### src/rtl/ksg_pkg.sv
package ksg_pkg;

  localparam int BYTE_W = 8;
  localparam int SBOX_N = 1 << BYTE_W;

  typedef logic [BYTE_W-1:0] sbyte_t;

  // phase encoding: generation phases occupy the upper half
  typedef enum logic [2:0] {
    ST_FILL   = 3'd0,
    ST_KS_RDI = 3'd1,
    ST_KS_RDJ = 3'd2,
    ST_KS_WRJ = 3'd3,
    ST_GN_RDI = 3'd4,
    ST_GN_RDJ = 3'd5,
    ST_GN_WRJ = 3'd6,
    ST_GN_OUT = 3'd7
  } ksg_state_e;

  // scheduling pointer update: j + S[i] + key byte, modulo 256
  function automatic sbyte_t ks_j_next(sbyte_t j, sbyte_t si, sbyte_t kb);
    return j + si + kb;
  endfunction

  // generation pointer update: j + S[i], modulo 256
  function automatic sbyte_t gen_j_next(sbyte_t j, sbyte_t si);
    return j + si;
  endfunction

  // output lookup index after the exchange
  function automatic sbyte_t out_index(sbyte_t si, sbyte_t sj);
    return si + sj;
  endfunction

  function automatic logic is_gen_phase(ksg_state_e s);
    return (s == ST_GN_RDI) || (s == ST_GN_RDJ) ||
           (s == ST_GN_WRJ) || (s == ST_GN_OUT);
  endfunction

  function automatic sbyte_t idx_inc(sbyte_t v);
    return v + sbyte_t'(1);
  endfunction

endpackage

### src/rtl/ksg_state_ram.sv
module ksg_state_ram #(
  parameter  int DW    = 8,
  parameter  int AW    = 8,
  localparam int DEPTH = 1 << AW
) (
  input  logic          clk,
  input  logic          we,
  input  logic [AW-1:0] waddr,
  input  logic [DW-1:0] wdata,
  input  logic [AW-1:0] raddr,
  output logic [DW-1:0] rdata
);

  logic [DW-1:0] mem [DEPTH];

  always_ff @(posedge clk) begin
    if (we) begin
      mem[waddr] <= wdata;
    end
  end

  // asynchronous read: the write of this cycle becomes visible next cycle
  assign rdata = mem[raddr];

endmodule

### src/rtl/ksg_key_sel.sv
module ksg_key_sel #(
  parameter  int KEY_BYTES = 5,
  parameter  int BW        = 8,
  localparam int KI_W      = (KEY_BYTES > 1) ? $clog2(KEY_BYTES) : 1,
  localparam int LANES     = 1 << KI_W
) (
  input  logic [KEY_BYTES*BW-1:0] key_bus,
  input  logic [KI_W-1:0]         sel,
  output logic [BW-1:0]           kbyte
);

  logic [BW-1:0] lane [LANES];

  // byte 0 of the key occupies the most significant lane of the bus
  for (genvar g = 0; g < LANES; g++) begin : g_lane
    if (g < KEY_BYTES) begin : g_used
      assign lane[g] = key_bus[(KEY_BYTES-1-g)*BW +: BW];
    end else begin : g_pad
      assign lane[g] = '0;
    end
  end

  assign kbyte = lane[sel];

endmodule

### src/rtl/ksg_seq.sv
module ksg_seq
  import ksg_pkg::*;
#(
  parameter  int KEY_BYTES = 5,
  localparam int KI_W      = (KEY_BYTES > 1) ? $clog2(KEY_BYTES) : 1
) (
  input  logic            clk,
  input  logic            rst,
  input  logic            rekey,
  input  logic            ena,
  input  sbyte_t          key_byte,
  output logic [KI_W-1:0] key_sel,
  output sbyte_t          ram_raddr,
  input  sbyte_t          ram_rdata,
  output logic            ram_we,
  output sbyte_t          ram_waddr,
  output sbyte_t          ram_wdata,
  output sbyte_t          ks_byte,
  output logic            ks_valid,
  output ksg_state_e      st,
  output sbyte_t          idx_i,
  output sbyte_t          idx_j,
  output logic            ev_out,
  output logic            ev_gen
);

  localparam logic [KI_W-1:0] KI_LAST = KI_W'(KEY_BYTES - 1);

  ksg_state_e      state_q;
  sbyte_t          i_q, j_q, si_q, sj_q, dat_q;
  logic [KI_W-1:0] kidx_q;
  logic            vld_q;
  logic            restart, step;

  assign restart = rst | rekey;
  assign step    = ena & ~restart;

  // read address: one lookup per cycle
  always_comb begin
    unique case (state_q)
      ST_KS_RDI:            ram_raddr = i_q;
      ST_GN_RDI:            ram_raddr = idx_inc(i_q);
      ST_KS_RDJ, ST_GN_RDJ: ram_raddr = j_q;
      ST_GN_OUT:            ram_raddr = out_index(si_q, sj_q);
      default:              ram_raddr = i_q;
    endcase
  end

  // write port: fill, then two halves of each exchange
  always_comb begin
    ram_we    = 1'b0;
    ram_waddr = i_q;
    ram_wdata = i_q;
    unique case (state_q)
      ST_FILL: begin
        ram_we    = step;
        ram_waddr = i_q;
        ram_wdata = i_q;
      end
      ST_KS_RDJ, ST_GN_RDJ: begin
        ram_we    = step;
        ram_waddr = i_q;
        ram_wdata = ram_rdata;
      end
      ST_KS_WRJ, ST_GN_WRJ: begin
        ram_we    = step;
        ram_waddr = j_q;
        ram_wdata = si_q;
      end
      default: ;
    endcase
  end

  always_ff @(posedge clk) begin
    if (restart) begin
      state_q <= ST_FILL;
      i_q     <= '0;
      j_q     <= '0;
      si_q    <= '0;
      sj_q    <= '0;
      kidx_q  <= '0;
      dat_q   <= '0;
      vld_q   <= 1'b0;
    end else begin
      vld_q <= 1'b0;
      if (ena) begin
        unique case (state_q)
          ST_FILL: begin
            i_q <= idx_inc(i_q);
            if (&i_q) begin
              state_q <= ST_KS_RDI;
            end
          end
          ST_KS_RDI: begin
            si_q    <= ram_rdata;
            j_q     <= ks_j_next(j_q, ram_rdata, key_byte);
            state_q <= ST_KS_RDJ;
          end
          ST_KS_RDJ: begin
            state_q <= ST_KS_WRJ;
          end
          ST_KS_WRJ: begin
            kidx_q <= (kidx_q == KI_LAST) ? '0 : kidx_q + KI_W'(1);
            if (&i_q) begin
              i_q     <= '0;
              j_q     <= '0;
              state_q <= ST_GN_RDI;
            end else begin
              i_q     <= idx_inc(i_q);
              state_q <= ST_KS_RDI;
            end
          end
          ST_GN_RDI: begin
            i_q     <= idx_inc(i_q);
            si_q    <= ram_rdata;
            j_q     <= gen_j_next(j_q, ram_rdata);
            state_q <= ST_GN_RDJ;
          end
          ST_GN_RDJ: begin
            sj_q    <= ram_rdata;
            state_q <= ST_GN_WRJ;
          end
          ST_GN_WRJ: begin
            state_q <= ST_GN_OUT;
          end
          ST_GN_OUT: begin
            dat_q   <= ram_rdata;
            vld_q   <= 1'b1;
            state_q <= ST_GN_RDI;
          end
          default: state_q <= ST_FILL;
        endcase
      end
    end
  end

  assign key_sel  = kidx_q;
  assign ks_byte  = dat_q;
  assign ks_valid = vld_q;
  assign st       = state_q;
  assign idx_i    = i_q;
  assign idx_j    = j_q;
  assign ev_out   = step && (state_q == ST_GN_OUT);
  assign ev_gen   = is_gen_phase(state_q);

endmodule

### src/rtl/keystream_gen.sv
module keystream_gen
  import ksg_pkg::*;
#(
  parameter  int KEY_BYTES = 5,
  localparam int KEY_W     = KEY_BYTES * BYTE_W,
  localparam int KI_W      = (KEY_BYTES > 1) ? $clog2(KEY_BYTES) : 1
) (
  input  logic              clk,
  input  logic              rst,
  input  logic              rekey,
  input  logic              ena,
  input  logic [KEY_W-1:0]  key,
  output logic [BYTE_W-1:0] ks_byte,
  output logic              ks_valid
);

  logic [KI_W-1:0] key_sel;
  sbyte_t          key_byte;
  sbyte_t          ram_raddr, ram_rdata, ram_waddr, ram_wdata;
  logic            ram_we;

  // named internal events, observed by the bound checker
  ksg_state_e      seq_state;
  sbyte_t          seq_i, seq_j;
  logic            ev_out, ev_gen;

  ksg_key_sel #(
    .KEY_BYTES (KEY_BYTES),
    .BW        (BYTE_W)
  ) u_key_sel (
    .key_bus (key),
    .sel     (key_sel),
    .kbyte   (key_byte)
  );

  ksg_state_ram #(
    .DW (BYTE_W),
    .AW (BYTE_W)
  ) u_sbox (
    .clk   (clk),
    .we    (ram_we),
    .waddr (ram_waddr),
    .wdata (ram_wdata),
    .raddr (ram_raddr),
    .rdata (ram_rdata)
  );

  ksg_seq #(
    .KEY_BYTES (KEY_BYTES)
  ) u_seq (
    .clk       (clk),
    .rst       (rst),
    .rekey     (rekey),
    .ena       (ena),
    .key_byte  (key_byte),
    .key_sel   (key_sel),
    .ram_raddr (ram_raddr),
    .ram_rdata (ram_rdata),
    .ram_we    (ram_we),
    .ram_waddr (ram_waddr),
    .ram_wdata (ram_wdata),
    .ks_byte   (ks_byte),
    .ks_valid  (ks_valid),
    .st        (seq_state),
    .idx_i     (seq_i),
    .idx_j     (seq_j),
    .ev_out    (ev_out),
    .ev_gen    (ev_gen)
  );

endmodule

### config.mk
export PLATFORM = sky130hd
export DESIGN_NAME = keystream_gen
export DESIGN_NICKNAME = d
export VERILOG_FILES = /design/src/rtl/ksg_pkg.sv /design/src/rtl/ksg_state_ram.sv /design/src/rtl/ksg_key_sel.sv /design/src/rtl/ksg_seq.sv /design/src/rtl/keystream_gen.sv
export SDC_FILE = /design/constraint.sdc
export NUM_CORES = 2
export LEC_CHECK = 0
export BUFFER_PORTS_ARGS = -buffer_cell sky130_fd_sc_hd__buf_4
export CAP_MARGIN = 30
export CORE_MARGIN = 1.5
export CORE_UTILIZATION = 40
export DETAILED_ROUTE_END_ITERATION = 12
export MAX_ROUTING_LAYER = met4
export PLACE_DENSITY = 0.54
export REMOVE_ABC_BUFFERS = 1
export SLEW_MARGIN = 20
export SYNTH_ARGS = -nofsm -noshare
export SYNTH_HDL_FRONTEND = slang
export SYNTH_SLANG_ARGS = --single-unit
export TNS_END_PERCENT = 1
### constraint.sdc
create_clock -name clk -period 15.3 [get_ports clk]
set_clock_uncertainty 0.2 [all_clocks]
set_input_delay 0 -clock clk [delete_from_list [all_inputs] [get_ports clk]]
set_output_delay 0 -clock clk [all_outputs]
set_load 0.02 [all_outputs]
==> impl_metrics.py <==
metrics = {
    "synthesis": {
        "yosysWarnings": 0,
        "synth_xor_area_share_pct": 0.171,
        "ys_ff_latch": 2095,
        "synth_top_family_by_area": "simple AND/OR/NAND/NOR gates",
        "syn-mean-instance-area_sq_um": 13.3,
        "ys.flop_type": "edfxtp_1",
        "syn_area_sq_mm": 0.0870,
        "syn_inst": 6568,
        "synthSimpleGateAreaFrac_pct": 13.1,
        "synthMuxAreaShare_pct": 1.90,
        "ys_seq_area_share_pct": 71.7,
        "synth-edff-count": 2048,
        "synth_compound_area_share_pct": 9.90,
        "synth_adder_area_share_pct": 0.428,
        "async_flop_share_pct": 0,
        "yosysUniqueCellTypes": 86,
    },
    "sta": {
        "final_hold_viol_count": 0,
        "finalWorstSetupSlack_ps": 5700,
        "setup_viol": 0,
        "slew_violations": 0,
        "timing.final.crit_share_pct": 62.7,
        "tightest_slew_ps": 1200,
        "rsz0062_at_grt": "false",
        "max_freq_ghz": 0.104,
        "period_minus_slack_ps": 9600,
        "setup-tns-final_ps": 0,
        "relSlewSlack_pct": 19.8,
    },
    "critical_path": {
        "end_kind": "flip-flop",
        "worstRegToRegCells": 29,
        "worst_ep_arrival_time_ps": 10110,
        "cp_common_cell": "buf_4",
        "startpoint_type": "flip-flop",
        "crit_type": "reg -> reg",
        "crit_required_ps": 15810,
        "cp_max_fo": 47,
        "critPathMaxStageDelay_ps": 750,
        "worst_path_max_delay_cell": "buf_4",
    },
    "cells_and_area": {
        "layout_common_cells": "edfxtp_1, nand2_1, nor2_1, nand3_1, and3_1",
        "syn2layout_area_growth_pct": 13.7,
        "drive_gt1_share_pct": 11.0,
        "layout.nets": 6720,
        "multi_input_area_sq_mm": 0.0226,
        "fill_cells": 19300,
        "ff_latch_area_sq_mm": 0.0624,
        "final_common_cell": "edfxtp_1",
    },
    "grt": {
        "grt_pass1_vias": 55100,
        "grt_pass1_wl_mm": 432,
        "overflow": 0,
        "gr-usage-all-layers_pct": 28.0,
        "grt_max_degree": 201,
        "antenna_found_initial": 12,
    },
    "die": {
        "die-area_sq_mm": 0.220,
        "placementRows": 171,
        "coreArea_sq_mm": 0.217,
        "die_w_um": 469,
        "initial_core_util_pct": 40.2,
        "fp.dieH_um": 469,
        "pin_count": 53,
    },
    "placement": {
        "dp_slack_ps": 5810,
        "hpwl_mm": 185,
        "place_congestion": 0.964,
        "port_buffers": 52,
    },
    "routing": {
        "dr.pass1.iters": 6,
        "num_vias": 59400,
        "drt_iter0_markers": 7856,
        "drc": 0,
        "routed_via_density": 6.12,
        "wl_mm": 308,
        "antenna_left": 0,
        "wl_per_cell_um": 31.7,
    },
    "pwr": {
        "p_seq_share_pct": 52.5,
        "ir_worst_vdd_mv": 0.0984,
        "switching_share_pct": 21.1,
        "power.switching_mw": 2.50,
        "powerDensity_mw_per_mm2": 120,
        "combPwrFrac_pct": 2.5,
        "p_leak_nw": 33.7,
        "p_int_mw": 9.35,
        "clock_power_share_pct": 45.0,
    },
    "clock_tree": {
        "worstSkewPairLatency_ps": 890,
        "tritoncts": "done",
        "cts_buffer_depth": 3,
        "cts_setup_buffers": 0,
        "clock_sinks": 2095,
        "path_clk_slew_ps": 60,
        "cts_buffers": 221,
        "hold_buffers": 24,
        "cts_resized": 0,
        "htree_levels": 4,
        "cts-root-buf": "clkbuf_16",
    },
    "hold_path": {
        "min_path_cells": 7,
        "holdCritPathClass": "in -> reg",
    },
    "flow_run": {
        "maxCapViolCount": 0,
    },
    "run_status": {
        "outcome": "finished, final reports clean",
    },
}
state kept, by name, indices dropped and copies added (netlist names):
name / flops
u_seq.sj_q: 8
u_seq.key_sel: 3
u_seq.ks_valid: 1
u_seq.idx_i: 8
u_seq.idx_j: 8
u_seq.st: 3
u_seq.ks_byte: 8
u_sbox.mem: 2048
u_seq.si_q: 8
power groups by stage:
stage / Sequential, mW / Combinational (mW) / Clock, mW
after detailed placement: 6.35 / 0.282 / 0
after floorplan: 6.36 / 0.219 / 0
final: 6.23 / 0.297 / 5.33
after global placement: 6.35 / 0.280 / 0
after CTS: 6.23 / 0.291 / 5.38
after global routing: 6.22 / 0.314 / 5.58
layout make-up:
type                            instances  share of cell area, %
Clock inverter                        121                   1.16
Timing Repair Buffer                  354                   3.17
Tap cell                             2854                   3.61
Antenna cell                           11                 0.0278
Sequential cell                      2095                   63.1
Clock buffer                          291                   6.02
Multi-Input combinational cell       3949                   22.8
Inverter                               27                  0.102
through the flow:
step	area, sq um	power, mW	hold WS, ps	std cells	utilization, %
after global placement	90400	6.63	143	9137	41.7
after floorplan	84700	6.58	-104	6071	-
final	99000	11.9	51.8	9702	45.7
after global routing	99000	12.1	102	9697	45.7
after CTS	98600	11.9	15.4	9662	45.5
after detailed placement	91300	6.63	151	9226	42.1
cells by family after synthesis:
| kind of cell | count (synthesis) |
|---|---|
| and+or+nand+nor | 2595 |
| DFF | 2095 |
| AOI/OAI and AO/OA | 1156 |
| buffers and inverters | 524 |
| muxes | 153 |
| adders and majority gates | 28 |
| xor gates and xnor gates | 17 |
worst max-delay path: cells and delay by family (launching register included):
family / cells / cell delay, ps
AOI/OAI and AO/OA: 14 / 3570
xor gates and xnor gates: 2 / 360
adders and majority gates: 2 / 790
buffers and inverters: 6 / 2620
DFF: 1 / 310
and+or+nand+nor: 5 / 1450
path summary, 6_finish.rpt:
| check | start | endpoint | slack (ps) |
|---|---|---|---|
| setup / recovery | u_seq.st[1] | u_seq.idx_j[7] | 5700 |
| hold / removal | key[36] | u_seq.idx_j[4] | 50 |
| setup reg to reg | u_seq.st[1] | u_seq.idx_j[7] | 5700 |
| hold reg to reg | u_seq.sj_q[6] | u_seq.sj_q[6] | 270 |
metal layers:
| layer | up-vias | wire length (um) | GRT usage [%] |
|---|---|---|---|
| li1 | 25200 | - | - |
| met4 | 0 | 11400 | 9.55 |
| met5 | - | 0 | - |
| met2 | 3109 | 139000 | 41.5 |
| met1 | 30500 | 128000 | 38.6 |
| met3 | 533 | 29100 | 5.25 |
synth_stat cells, types with 12 or more instances:
cell type	count	share of area, %
o22ai_1	13	0.093
a21boi_0	21	0.18
o2111ai_1	16	0.16
a31oi_1	125	0.90
nor3_1	41	0.24
inv_1	23	0.099
a32oi_1	40	0.40
nand3b_1	13	0.11
buf_4	24	0.21
nand4_1	36	0.26
mux2i_1	135	1.6
nand3_1	300	1.7
a221oi_1	18	0.18
a211oi_1	252	2.2
a21oi_1	156	0.90
nand2_1	1452	6.3
ha_1	25	0.36
and3_1	285	2.0
a311oi_1	237	2.4
edfxtp_1	2048	71
buf_2	259	1.5
a2111oi_0	17	0.17
a21o_1	12	0.10
dfxtp_1	47	1.1
a22oi_1	24	0.21
clkbuf_1	174	0.75
o31ai_1	20	0.17
or3_1	18	0.13
a22o_1	20	0.20
nor2_1	354	1.5
buf_1	36	0.16
o21ai_0	58	0.33
nor4_1	25	0.18
(Power assumes the default switching activity.)
